### src/rtl/irq_stat_pkg.sv
package irq_stat_pkg;

    // Byte offsets of the register window
    localparam int OFS_RAW   = 'h00;
    localparam int OFS_CLEAR = 'h04;
    localparam int OFS_MASK  = 'h08;
    localparam int OFS_STAT  = 'h0C;

    typedef enum logic [1:0] {
        RD_RAW  = 2'd0,
        RD_MASK = 2'd1,
        RD_STAT = 2'd2,
        RD_NONE = 2'd3
    } rd_src_e;

    // Decoded access, one cycle wide
    typedef struct packed {
        logic    set_wr;
        logic    clr_wr;
        logic    mask_wr;
        logic    rd;
        rd_src_e src;
        logic    err;
    } acc_t;

endpackage

### src/rtl/irq_access_decode.sv
module irq_access_decode
    import irq_stat_pkg::*;
#(
    parameter int ADDR_W    = 5,
    parameter int BYTES_W   = 3,
    parameter int ACC_BYTES = 4
) (
    input  logic               clk,
    input  logic               rst_n,
    input  logic               req_valid,
    input  logic               req_write,
    input  logic [ADDR_W-1:0]  req_addr,
    input  logic [BYTES_W-1:0] req_bytes,
    output acc_t               acc
);

    localparam logic [ADDR_W-1:0]  A_RAW   = ADDR_W'(OFS_RAW);
    localparam logic [ADDR_W-1:0]  A_CLEAR = ADDR_W'(OFS_CLEAR);
    localparam logic [ADDR_W-1:0]  A_MASK  = ADDR_W'(OFS_MASK);
    localparam logic [ADDR_W-1:0]  A_STAT  = ADDR_W'(OFS_STAT);
    localparam logic [BYTES_W-1:0] LEGAL_SZ = BYTES_W'(ACC_BYTES);

    always_comb begin
        acc     = '0;
        acc.src = RD_NONE;
        if (req_valid) begin
            if (req_bytes != LEGAL_SZ) begin
                acc.err = 1'b1;
            end else begin
                unique case (req_addr)
                    A_RAW: begin
                        if (req_write) acc.set_wr = 1'b1;
                        else begin
                            acc.rd  = 1'b1;
                            acc.src = RD_RAW;
                        end
                    end
                    A_CLEAR: begin
                        if (req_write) acc.clr_wr = 1'b1;
                        else           acc.err    = 1'b1;
                    end
                    A_MASK: begin
                        if (req_write) acc.mask_wr = 1'b1;
                        else begin
                            acc.rd  = 1'b1;
                            acc.src = RD_MASK;
                        end
                    end
                    A_STAT: begin
                        if (req_write) acc.err = 1'b1;
                        else begin
                            acc.rd  = 1'b1;
                            acc.src = RD_STAT;
                        end
                    end
                    default: acc.err = 1'b1;
                endcase
            end
        end
    end

    // a wrongly sized access produces an error and no action
    a_r9_size_blocks: assert property (@(posedge clk) disable iff (!rst_n)
        (req_valid && req_bytes != LEGAL_SZ) |->
        (acc.err && !acc.set_wr && !acc.clr_wr && !acc.mask_wr && !acc.rd));

    // reading the clear register is an error
    a_r10_clear_unreadable: assert property (@(posedge clk) disable iff (!rst_n)
        (req_valid && !req_write && req_addr == A_CLEAR) |-> (acc.err && !acc.rd));

    // an error never comes with an action
    a_r10_err_exclusive: assert property (@(posedge clk) disable iff (!rst_n)
        acc.err |-> !(acc.set_wr || acc.clr_wr || acc.mask_wr || acc.rd));

endmodule

### src/rtl/irq_stat_core.sv
module irq_stat_core
    import irq_stat_pkg::*;
#(
    parameter int SRC_N = 3
) (
    input  logic             clk,
    input  logic             rst_n,
    input  acc_t             acc,
    input  logic [SRC_N-1:0] wbits,
    input  logic [SRC_N-1:0] evt,
    output logic [SRC_N-1:0] raw,
    output logic [SRC_N-1:0] mask,
    output logic             irq
);

    typedef struct packed {
        logic [SRC_N-1:0] raw;
        logic [SRC_N-1:0] mask;
        logic             irq;
    } st_t;

    st_t              st_d, st_q;
    logic [SRC_N-1:0] set_bits, clr_bits;
    logic [SRC_N-1:0] masked_d, masked_q;

    always_comb begin
        st_d     = st_q;
        set_bits = evt | (acc.set_wr ? wbits : '0);
        clr_bits = acc.clr_wr ? wbits : '0;
        // events and software sets are applied after the clear: they win
        st_d.raw = (st_q.raw & ~clr_bits) | set_bits;
        if (acc.mask_wr) st_d.mask = wbits;
        masked_q = st_q.raw & st_q.mask;
        masked_d = st_d.raw & st_d.mask;
        // the line moves only on a zero / nonzero transition
        if (masked_q == '0 && masked_d != '0)      st_d.irq = 1'b1;
        else if (masked_q != '0 && masked_d == '0) st_d.irq = 1'b0;
    end

    always_ff @(posedge clk or negedge rst_n) begin
        if (!rst_n) st_q <= '0;
        else        st_q <= st_d;
    end

    assign raw  = st_q.raw;
    assign mask = st_q.mask;
    assign irq  = st_q.irq;

    // the line tracks whether the masked status is nonzero
    a_r7_line_level: assert property (@(posedge clk) disable iff (!rst_n)
        irq == ((st_q.raw & st_q.mask) != '0));

    // every pulsed source is set at the next edge, clear or not
    a_r8_event_wins: assert property (@(posedge clk) disable iff (!rst_n)
        (evt != '0) |=> ((st_q.raw & $past(evt)) == $past(evt)));

    // a pure clear leaves the written bits at zero
    a_r4_clear_bits: assert property (@(posedge clk) disable iff (!rst_n)
        (acc.clr_wr && evt == '0) |=> ((st_q.raw & $past(wbits)) == '0));

    // a software set never drops a bit that was set
    a_r3_set_keeps: assert property (@(posedge clk) disable iff (!rst_n)
        acc.set_wr |=> ((st_q.raw & $past(st_q.raw)) == $past(st_q.raw)));

    // without any action or event the state holds
    a_r10_no_action_hold: assert property (@(posedge clk) disable iff (!rst_n)
        (!acc.set_wr && !acc.clr_wr && !acc.mask_wr && evt == '0) |=> $stable(st_q));

endmodule

### src/rtl/irq_stat_unit.sv
module irq_stat_unit
    import irq_stat_pkg::*;
#(
    parameter int DATA_W    = 32,
    parameter int ADDR_W    = 5,
    parameter int SRC_N     = 3,
    parameter int ACC_BYTES = DATA_W / 8,
    parameter int BYTES_W   = $clog2(ACC_BYTES) + 1
) (
    input  logic               clk,
    input  logic               rst_n,
    input  logic               req_valid,
    input  logic               req_write,
    input  logic [ADDR_W-1:0]  req_addr,
    input  logic [BYTES_W-1:0] req_bytes,
    input  logic [DATA_W-1:0]  req_wdata,
    output logic [DATA_W-1:0]  rsp_rdata,
    output logic               rsp_err,
    input  logic               evt_dma_end,
    input  logic               evt_underrun,
    input  logic               evt_vsync,
    output logic               irq
);

    typedef struct packed {
        logic [DATA_W-1:0] rdata;
        logic              err;
    } rsp_t;

    acc_t             acc;
    logic [SRC_N-1:0] evt;
    logic [SRC_N-1:0] raw, mask;
    rsp_t             rsp_d, rsp_q;

    // event encoding: bit 0 DMA end, bit 1 underrun, bit 2 vsync
    always_comb begin
        evt    = '0;
        evt[0] = evt_dma_end;
        evt[1] = evt_underrun;
        evt[2] = evt_vsync;
    end

    irq_access_decode #(
        .ADDR_W   (ADDR_W),
        .BYTES_W  (BYTES_W),
        .ACC_BYTES(ACC_BYTES)
    ) u_dec (
        .clk      (clk),
        .rst_n    (rst_n),
        .req_valid(req_valid),
        .req_write(req_write),
        .req_addr (req_addr),
        .req_bytes(req_bytes),
        .acc      (acc)
    );

    irq_stat_core #(
        .SRC_N(SRC_N)
    ) u_core (
        .clk  (clk),
        .rst_n(rst_n),
        .acc  (acc),
        .wbits(req_wdata[SRC_N-1:0]),
        .evt  (evt),
        .raw  (raw),
        .mask (mask),
        .irq  (irq)
    );

    always_comb begin
        rsp_d       = '0;
        rsp_d.err   = acc.err;
        if (acc.rd) begin
            unique case (acc.src)
                RD_RAW:  rsp_d.rdata = DATA_W'(raw);
                RD_MASK: rsp_d.rdata = DATA_W'(mask);
                RD_STAT: rsp_d.rdata = DATA_W'(raw & mask);
                default: rsp_d.rdata = '0;
            endcase
        end
    end

    always_ff @(posedge clk or negedge rst_n) begin
        if (!rst_n) rsp_q <= '0;
        else        rsp_q <= rsp_d;
    end

    assign rsp_rdata = rsp_q.rdata;
    assign rsp_err   = rsp_q.err;

    // an error response carries no data
    a_r12_err_no_data: assert property (@(posedge clk) disable iff (!rst_n)
        rsp_err |-> (rsp_rdata == '0));

    // a cycle without request yields an empty response
    a_r12_idle_empty: assert property (@(posedge clk) disable iff (!rst_n)
        !req_valid |=> (rsp_rdata == '0 && !rsp_err));

    // no bit above the sources ever reads back
    a_r11_upper_zero: assert property (@(posedge clk) disable iff (!rst_n)
        (rsp_rdata >> SRC_N) == '0);

endmodule

### config.mk
export PLATFORM = sky130hd
export DESIGN_NAME = irq_stat_unit
export DESIGN_NICKNAME = d
export VERILOG_FILES = /design/src/rtl/irq_stat_pkg.sv /design/src/rtl/irq_access_decode.sv /design/src/rtl/irq_stat_core.sv /design/src/rtl/irq_stat_unit.sv
export SDC_FILE = /design/constraint.sdc
export NUM_CORES = 1
export LEC_CHECK = 0
export ABC_AREA = 1
export BUFFER_PORTS_ARGS = -buffer_cell sky130_fd_sc_hd__buf_2
export CORE_MARGIN = 1.5
export CORE_UTILIZATION = 34
export CTS_CLUSTER_DIAMETER = 120
export DETAILED_ROUTE_END_ITERATION = 10
export GPL_ROUTABILITY_DRIVEN = 0
export PLACE_DENSITY = 0.76
export SLEW_MARGIN = 20
export SYNTH_ARGS = -nofsm -noshare
export SYNTH_HDL_FRONTEND = slang
export SYNTH_SLANG_ARGS = --single-unit
### constraint.sdc
create_clock -name clk -period 1.5 [get_ports clk]
set_clock_uncertainty 0.1 [all_clocks]
set_input_delay 0.075 -clock clk [delete_from_list [all_inputs] [get_ports clk]]
set_output_delay 0.075 -clock clk [all_outputs]
set_load 0.03 [all_outputs]
Word level (Yosys, flattened, before mapping)

Cells that the tools add are included.

Bits in registers: 40
Input bits: 47
Output and inout port bits: 34
Logic and storage cells: 48

Eq/ne operators: 6
Multiplexer cells: 20
Bitwise operators: 7
Reduce and logical (&&, ||, !) cells: 10

Operators with widths:

| kind                                           | count |
|---|---|
| two-way mux 32 bit                             | 1 |
| two-way mux 3 bit                              | 6 |
| one-hot mux 3 bit (3 select lines)             | 2 |
| bitwise AND 3 bit                              | 4 |
| == test 5 x 4 -> 1 bit (second input constant) | 2 |
| two-way mux 1 bit                              | 8 |
| two-way mux 7 bit                              | 1 |
| zero test 3 bit                                | 2 |
| two-way mux 6 bit                              | 1 |
| OR 3 bit                                       | 2 |
| nonzero test 3 bit                             | 2 |
| == test 5 x 3 -> 1 bit (second input constant) | 1 |
| zero test 5 bit                                | 1 |
| inequality test 3 bit (second input constant)  | 1 |
| NOT 3 bit                                      | 1 |
| one-hot mux 1 bit (3 select lines)             | 1 |
| == test 2 x 1 -> 1 bit (second input constant) | 1 |
| == test 2 bit (second input constant)          | 1 |
| logical AND 1 bit                              | 2 |
| zero test 2 bit                                | 1 |
| nonzero test 2 bit                             | 1 |
| OR reduction 2 bit                             | 1 |

Longest topological paths before layout

Gate-level depths: netlist of run 1.

Depth after elaboration: 14
Gate-level depth with buffers: 11
Mapped depth without buffers: 11

Modules after synthesis

Synthesis of run 1 repeated with hierarchy kept, for this count alone.

Cell total of the unflattened synthesis: 133
Area, all modules: 935.9 sq um

Modules (own cells, without submodules):

| module            | times used | cells an instance | area each (sq um) | seq. area each (sq um) |
|---|---|---|---|---|
| irq_stat_unit     | 1          | 58                | 415.4             | 100.1 |
| irq_stat_core     | 1          | 38                | 317.8             | 175.2 |
| irq_access_decode | 1          | 37                | 202.7             | 0.0 |

Worst setup path after synthesis of run 1

No wires, ideal clock.

Path type: input to register
From: input req_addr[1]
To: register u_core.st_q (netlist bit u_core.irq)
Setup time: 0.125 ns
Arrival time: 1.368 ns
Data required time: 1.275 ns
Setup slack: -0.093 ns
Stages on the path: 10
Path buffers: 0
Cell sequence: nor2_4 nand3_1 nor2_1 nand3_1 nand2_1 nand2_1 nand2_1 nand3_1 ha_1 mux2_2

RTL lines:

| what                   | line                | text |
|---|---|---|
| start: declaration     | irq_stat_unit.sv:14 | `input logic [ADDR_W-1:0] req_addr,` |
| end signal: assignment | irq_stat_core.sv:42 | `else st_q <= st_d;` |
| end: declaration       | irq_stat_core.sv:22 | `st_t st_d, st_q;` |

Final worst setup path of run 1

From: register u_core.st_q (netlist bit u_core.mask[0])
To: register u_core.st_q (netlist bit u_core.irq)

Longest elaborated chain between the ends: 5
Elaborated cells on any way between the ends: 11
Classes of those cells: mux (2); bitwise (2); reduce/logical (7)

Ends and longest elaborated chain:

| what                                                           | line                                     | text |
|---|---|---|
| two-way mux 3 bit                                              | irq_stat_core.sv:32                      | `if (acc.mask_wr) st_d.mask = wbits;` |
| bitwise AND 3 bit                                              | irq_stat_core.sv:34                      | `masked_d = st_d.raw & st_d.mask;` |
| nonzero test 3 bit / zero test 3 bit (equally long branches)   | irq_stat_core.sv:36, irq_stat_core.sv:37 |  |
| logical AND 1 bit (on tied branches)                           | irq_stat_core.sv:36, irq_stat_core.sv:37 |  |
| two-way mux 1 bit / nonzero test 2 bit (equally long branches) | --                                       |  |

Parallel ways exist; a longest one is shown, timed or not.
A chain may end at the register's enable or synchronous reset.

==> flow_metrics.tcl, run 1 <==
set metrics [dict create \
    finalSetupViolCount 1 \
    wire_per_inst_microns 9.209 \
    die_h_microns 55.50 \
    cp_top_family "flip-flops" \
    antenna_found_initial 0 \
    n_antenna_cell 0 \
    arrival_ns 1.59 \
    syn_to_final_growth_pct 32.58 \
    avgSynthCellArea_sq_um 7.265 \
    utilization_pct 48.82 \
    max_freq_ghz 0.6543 \
    syn_inst 129 \
    ys_seq_area_share_pct 29.37 \
    crit_fanout 2 \
    synth_seq_cells 11 \
    grt_max_degree 12 \
    regArea_sq_um 275.3 \
    final_common_cell "conb_1" \
    hold_class "input pin to flop" \
    wirelength_microns 1943 \
    synth_cell_types 19 \
    synthTopCellsByArea "dfrtp_1 29%, buf_4 23%, nand2_1 10%" \
    cts.path.max_buffers 2 \
    via_count 888 \
    via_per_inst 4.209 \
    cts-htree-levels 1 \
    violations "setup timing" \
    p_leak_nw 0.7299 \
    dr.first_iter.drc_count 12 \
    hold_violations 0 \
    layout-drive-gt1-share_pct 40.33 \
    cts_buffers 3 \
    ir_worst_vdd_mv 0.4499 \
    grt_overflow 0 \
    track_usage_pct 13.79 \
    clk_pin_slew_ns 0.07 \
    fin_crit_sh_pct 101.9 \
    cts.sinks 11 \
    die_width_microns 55.50 \
    fin_ws_ns -0.02838 \
    grt_first_pass_wirelength_microns 3332 \
    dr.pass1.iters 4 \
    cp_cell_sequence "a22o_1 -> a21oi_1 -> ha_1 -> mux2_2" \
    final_cell_mix "29 x conb_1, 24 x nand2_1, 24 x buf_4, 22 x buf_2" \
    drc_errors 0 \
    nNetsFinal 230 \
    yosys.area.top_type "dfrtp_1" \
    critPathBufInv 0 \
    start_kind "flop" \
    rsz0062_at_grt "true" \
    grt_pass1_vias 795 \
    start_util_pct 36.82 \
    cp.required_ns 1.56 \
    cts_tree "yes" \
    yosys.area.top_type_share_pct 29.37 \
    status "finished with violations" \
    num_io_pins 81 \
    synth-edff-count 0 \
    cap_violations 0 \
    synth_ff_type "dfrtp_1" \
    rows 18 \
    port_buffers 22 \
    period_minus_slack_ns 1.528 \
    maxSlewViolCount 0 \
    die-area_sq_mm 0.003080 \
    ys_warn_count 0 \
    synth-async-reset-ratio_pct 100.0 \
    power.density_mw_per_mm2 600.0 \
    slowest_stage "dfrtp_1" \
    end_kind "flop" \
    core-area_sq_mm 0.002545 \
    netlist_area_sq_um 937.1 \
    worst_path_largest_cell_delay_ns 0.41 \
    dp_hpwl_microns 1491 \
    multi_input_area_sq_um 508.0 \
    fill_cells 260 \
    total_power_mw 0.7455 \
    critPathKind "flop to flop" \
    clk_latency_ns 0.27 \
    cts-root-buf "clkbuf_4" \
    ant_nets 0 \
]
path summary, 6_finish.rpt:
path,startpoint,to,slack (ns),depth (start not counted)
max in group asynchronous,rst_n,rsp_rdata[0],0.99,2
max reg2reg,u_core.mask[0],u_core.irq,-0.03,4
min in group asynchronous,rst_n,u_core.raw[2],0.10,2
min reg2reg,u_core.raw[1],u_core.raw[1],0.41,2
min,evt_underrun,u_core.raw[1],0.007,5
max,u_core.mask[0],u_core.irq,-0.03,4
routing by layer:
metal / routed length (microns) / vias to the layer above / track usage, %
li1: - / 451 / -
met1: 820 / 405 / 15.99
met2: 1001 / 30 / 23.64
met3: 112 / 2 / 5.152
met4: 8 / 0 / 3.833
met5: 0 / - / 0
sequential cells by signal, indices dropped and copies added, names as in the netlist:
signal       flops
u_core.irq       1
u_core.mask      3
rsp_err          1
u_core.raw       3
rsp_rdata        3
through the flow:
| stage | TNS [ns] | hold slack (ns) | area (sq um) | cells | setup WS [ns] |
|---|---|---|---|---|---|
| 6_report | -0.02838 | 0.007183 | 1242 | 211 | -0.02838 |
| 5_1_grt | -0.07388 | 0.04220 | 1242 | 211 | -0.07388 |
| 4_1_cts | 0 | 0.01311 | 1215 | 211 | 0.002001 |
| 3_5_place_dp | -0.3004 | -0.1434 | 1095 | 196 | -0.3004 |
| 3_3_place_gp | -0.2714 | -0.1480 | 1095 | 196 | -0.2714 |
| 2_1_floorplan | -0.06953 | -0.3206 | 1045 | 157 | -0.06953 |
synth_stat cells (2+ instances only):
cell type and instances:
nand2_2 2, nor2_1 3, nand2_1 26, a21oi_1 2
inv_2 2, dfrtp_1 11, inv_1 18, o21ai_0 4
buf_4 29, nor2_4 4, nand3_1 17, nor2_2 4
area by class of cell:
cell class,instances,area share (%)
inverters,20,6.042
clock buffers,4,2.115
repair buffers,49,25.78
flip-flops and latches,11,22.16
multi-input cells,97,40.89
well taps,30,3.021
what timing repair did:
item                       CTS  global route
pin swaps                    1             4
setup buffers                8             0
hold buffers                 3             0
resized for setup            6             8
hold endpoints to repair    13             0
setup endpoints to repair    1             2
worst register-to-register path: stages, from the launching register on:
cell and delay, ns:
dfrtp_1 0.41, a22o_1 0.25, a21oi_1 0.15, ha_1 0.25, mux2_2 0.27
power by group:
| group | leakage, nW | internal, mW | total [mW] | switching (mW) |
|---|---|---|---|---|
| Combinational | 0.594 | 0.0685 | 0.236 | 0.167 |
| Sequential | 0.121 | 0.303 | 0.306 | 0.00366 |
| Clock | 0.0150 | 0.103 | 0.203 | 0.100 |
| Total | 0.730 | 0.474 | 0.745 | 0.271 |
kinds of logic after synthesis:
kind of cell / after synthesis / share of synthesized area [%]
compound gates: 8 / 4.941
fa+ha+maj: 1 / 1.335
buf+inv: 49 / 31.24
flops: 11 / 29.37
mux: 1 / 1.202
other cells: 1 / 0.4001
simple gates: 58 / 31.51
No activity file was read; power rests on OpenSTA's default activity.
==> run 2: changes to the inputs <==
--- a/config.mk
+++ b/config.mk
@@ -12,7 +12,8 @@
 export CTS_CLUSTER_DIAMETER = 120
 export DETAILED_ROUTE_END_ITERATION = 10
 export GPL_ROUTABILITY_DRIVEN = 0
-export PLACE_DENSITY = 0.76
+export PLACE_DENSITY = 0.75
+export REMOVE_ABC_BUFFERS = 1
 export SLEW_MARGIN = 20
 export SYNTH_ARGS = -nofsm -noshare
 export SYNTH_HDL_FRONTEND = slang
==> run 2 against run 1 <==
First-iteration DRC count is 42% higher; sequential share of layout area shrank 1.2 points; the flow still finishes with violations (setup timing); clock-buffer cell count unchanged; combinational power is 8% higher; register-to-register slack better by 0.02 ns; largest power group unchanged; clock power is 2% lower; maximum frequency up 0.44%; hold slack worse by 0.0034 ns.
==> flow_metrics.tcl, run 2 (synthesis gave the netlist of run 1 again) <==
set metrics [dict create \
    status "finished with violations" \
    violations "setup timing" \
    hold_violations 0 \
    crit_fanout 6 \
    rsz0062_at_grt "true" \
    ant_nets 0 \
    arrival_ns 1.57 \
    antenna_found_initial 0 \
    syn_to_final_growth_pct 40.05 \
    critPathKind "input pin to flop" \
    n_antenna_cell 0 \
    finalSetupViolCount 1 \
    dr.pass1.iters 4 \
    cts.path.max_buffers 2 \
    fin_ws_ns -0.02173 \
    power.density_mw_per_mm2 578.3 \
    fin_crit_sh_pct 101.4 \
    place_inst 198 \
    grt_pass1_vias 768 \
    num_io_pins 81 \
    setup_tns_ns -0.02173 \
    p_leak_nw 0.7623 \
    nNetsFinal 232 \
    drc_errors 0 \
    grt_max_degree 12 \
    track_usage_pct 13.21 \
    grt_overflow 0 \
    cts_tree "yes" \
    cts-root-buf "clkbuf_4" \
    period_minus_slack_ns 1.522 \
    globalRouteMet3Util_pct 5.152 \
    wirelength_microns 2098 \
    cts-htree-levels 1 \
    wire_per_inst_microns 9.850 \
    cap_violations 0 \
    use_met1_pct 14.86 \
    dp_hpwl_microns 1449 \
    hold_class "input pin to flop" \
    end_kind "flop" \
    busiest_layer "met2" \
    dr.first_iter.drc_count 17 \
    final_cell_mix "29 x conb_1, 28 x buf_4, 23 x nand2_1, 19 x buf_2, 17 x inv_1" \
    use_met2_pct 23.81 \
    via_count 886 \
    max_freq_ghz 0.6571 \
    start_util_pct 36.82 \
    cts.sinks 11 \
    grt_first_pass_wirelength_microns 3236 \
    die-area_sq_mm 0.003080 \
    core-area_sq_mm 0.002545 \
    ir_worst_vdd_mv 0.6407 \
    die_h_microns 55.50 \
    via_per_inst 4.160 \
    die_width_microns 55.50 \
    start_kind "input pin" \
    utilization_pct 51.57 \
    clk_latency_ns 0.27 \
    final_common_cell "conb_1" \
    maxSlewViolCount 0 \
    port_buffers 22 \
    slowest_stage "mux2_4" \
    cp_cell_sequence "buf_4 -> inv_2 -> nor2_4 -> nand4_4 -> nor2_4 -> nand2_1 -> o21ai_2 -> nand2_1 -> nand3_1 -> ha_1 -> mux2_4" \
    layout-drive-gt1-share_pct 43.72 \
    cp.required_ns 1.55 \
    total_power_mw 0.7591 \
    rows 18 \
    cts_buffers 3 \
    final_cell_count_no_fill 213 \
    clk_pin_slew_ns 0.06 \
    worst_path_largest_cell_delay_ns 0.30 \
]
run 2: final timing paths:
path / startpoint / to / slack, ns / cells after the start
setup / recovery: req_addr[3] / u_core.irq / -0.02 / 11
min in group asynchronous: rst_n / rsp_err / 0.10 / 2
setup reg to reg: u_core.mask[0] / u_core.irq / -0.01 / 4
hold / removal: evt_vsync / u_core.raw[2] / 0.004 / 5
max in group asynchronous: rst_n / u_core.mask[2] / 1.00 / 2
hold reg to reg: u_core.irq / u_core.irq / 0.42 / 1
run 2: metrics by stage:
| stage | area (sq um) | setup WS, ns | hold WS (ns) |
|---|---|---|---|
| 3_3_place_gp | 1107 | -0.3030 | -0.1495 |
| 4_1_cts | 1222 | -0.01699 | 0.0009907 |
| 2_1_floorplan | 824.5 | -0.09265 | -0.3206 |
| 6_report | 1313 | -0.02173 | 0.003786 |
| 5_1_grt | 1313 | -0.1225 | 0.005764 |
| 3_5_place_dp | 1107 | -0.3451 | -0.1470 |
run 2: final cells by class:
type / instances / area (sq um)
inverter: 20 / 75.07
fill: 236 / 1232
clock buffer: 4 / 26.28
tap: 30 / 37.54
multi-input combinational: 97 / 550.5
timing repair buffer: 51 / 347.8
sequential: 11 / 275.3
run 2: worst max-delay path, delay by kind of cell:
family	cells	cell delay, ns
buffers and inverters	2	0.16
AO/OA/AOI/OAI	1	0.08
multiplexers	1	0.30
adder cells (fa/ha/maj)	1	0.24
AND/OR/NAND/NOR	6	0.73
run 2: metal layers:
metal | wire length [microns] | vias up | part of all wire, %
met5 | 0 | - | 0
met3 | 103 | 2 | 4.9
met1 | 852 | 402 | 41
met4 | 21 | 0 | 1.0
li1 | - | 454 | -
met2 | 1120 | 28 | 53
run 2: report_power, final:
group / total [mW] / internal (mW) / switching [mW]
Combinational: 0.255 / 0.0786 / 0.176
Sequential: 0.306 / 0.303 / 0.00278
Clock: 0.198 / 0.103 / 0.0955
run 2: what timing repair did:
item / 4_1_cts / 5_1_grt
pin swaps: 8 / 16
setup buffers: 6 / 3
hold buffers: 2 / 0
hold endpoints to repair: 12 / 0
setup endpoints to repair: 1 / 4
resized for setup: 9 / 16
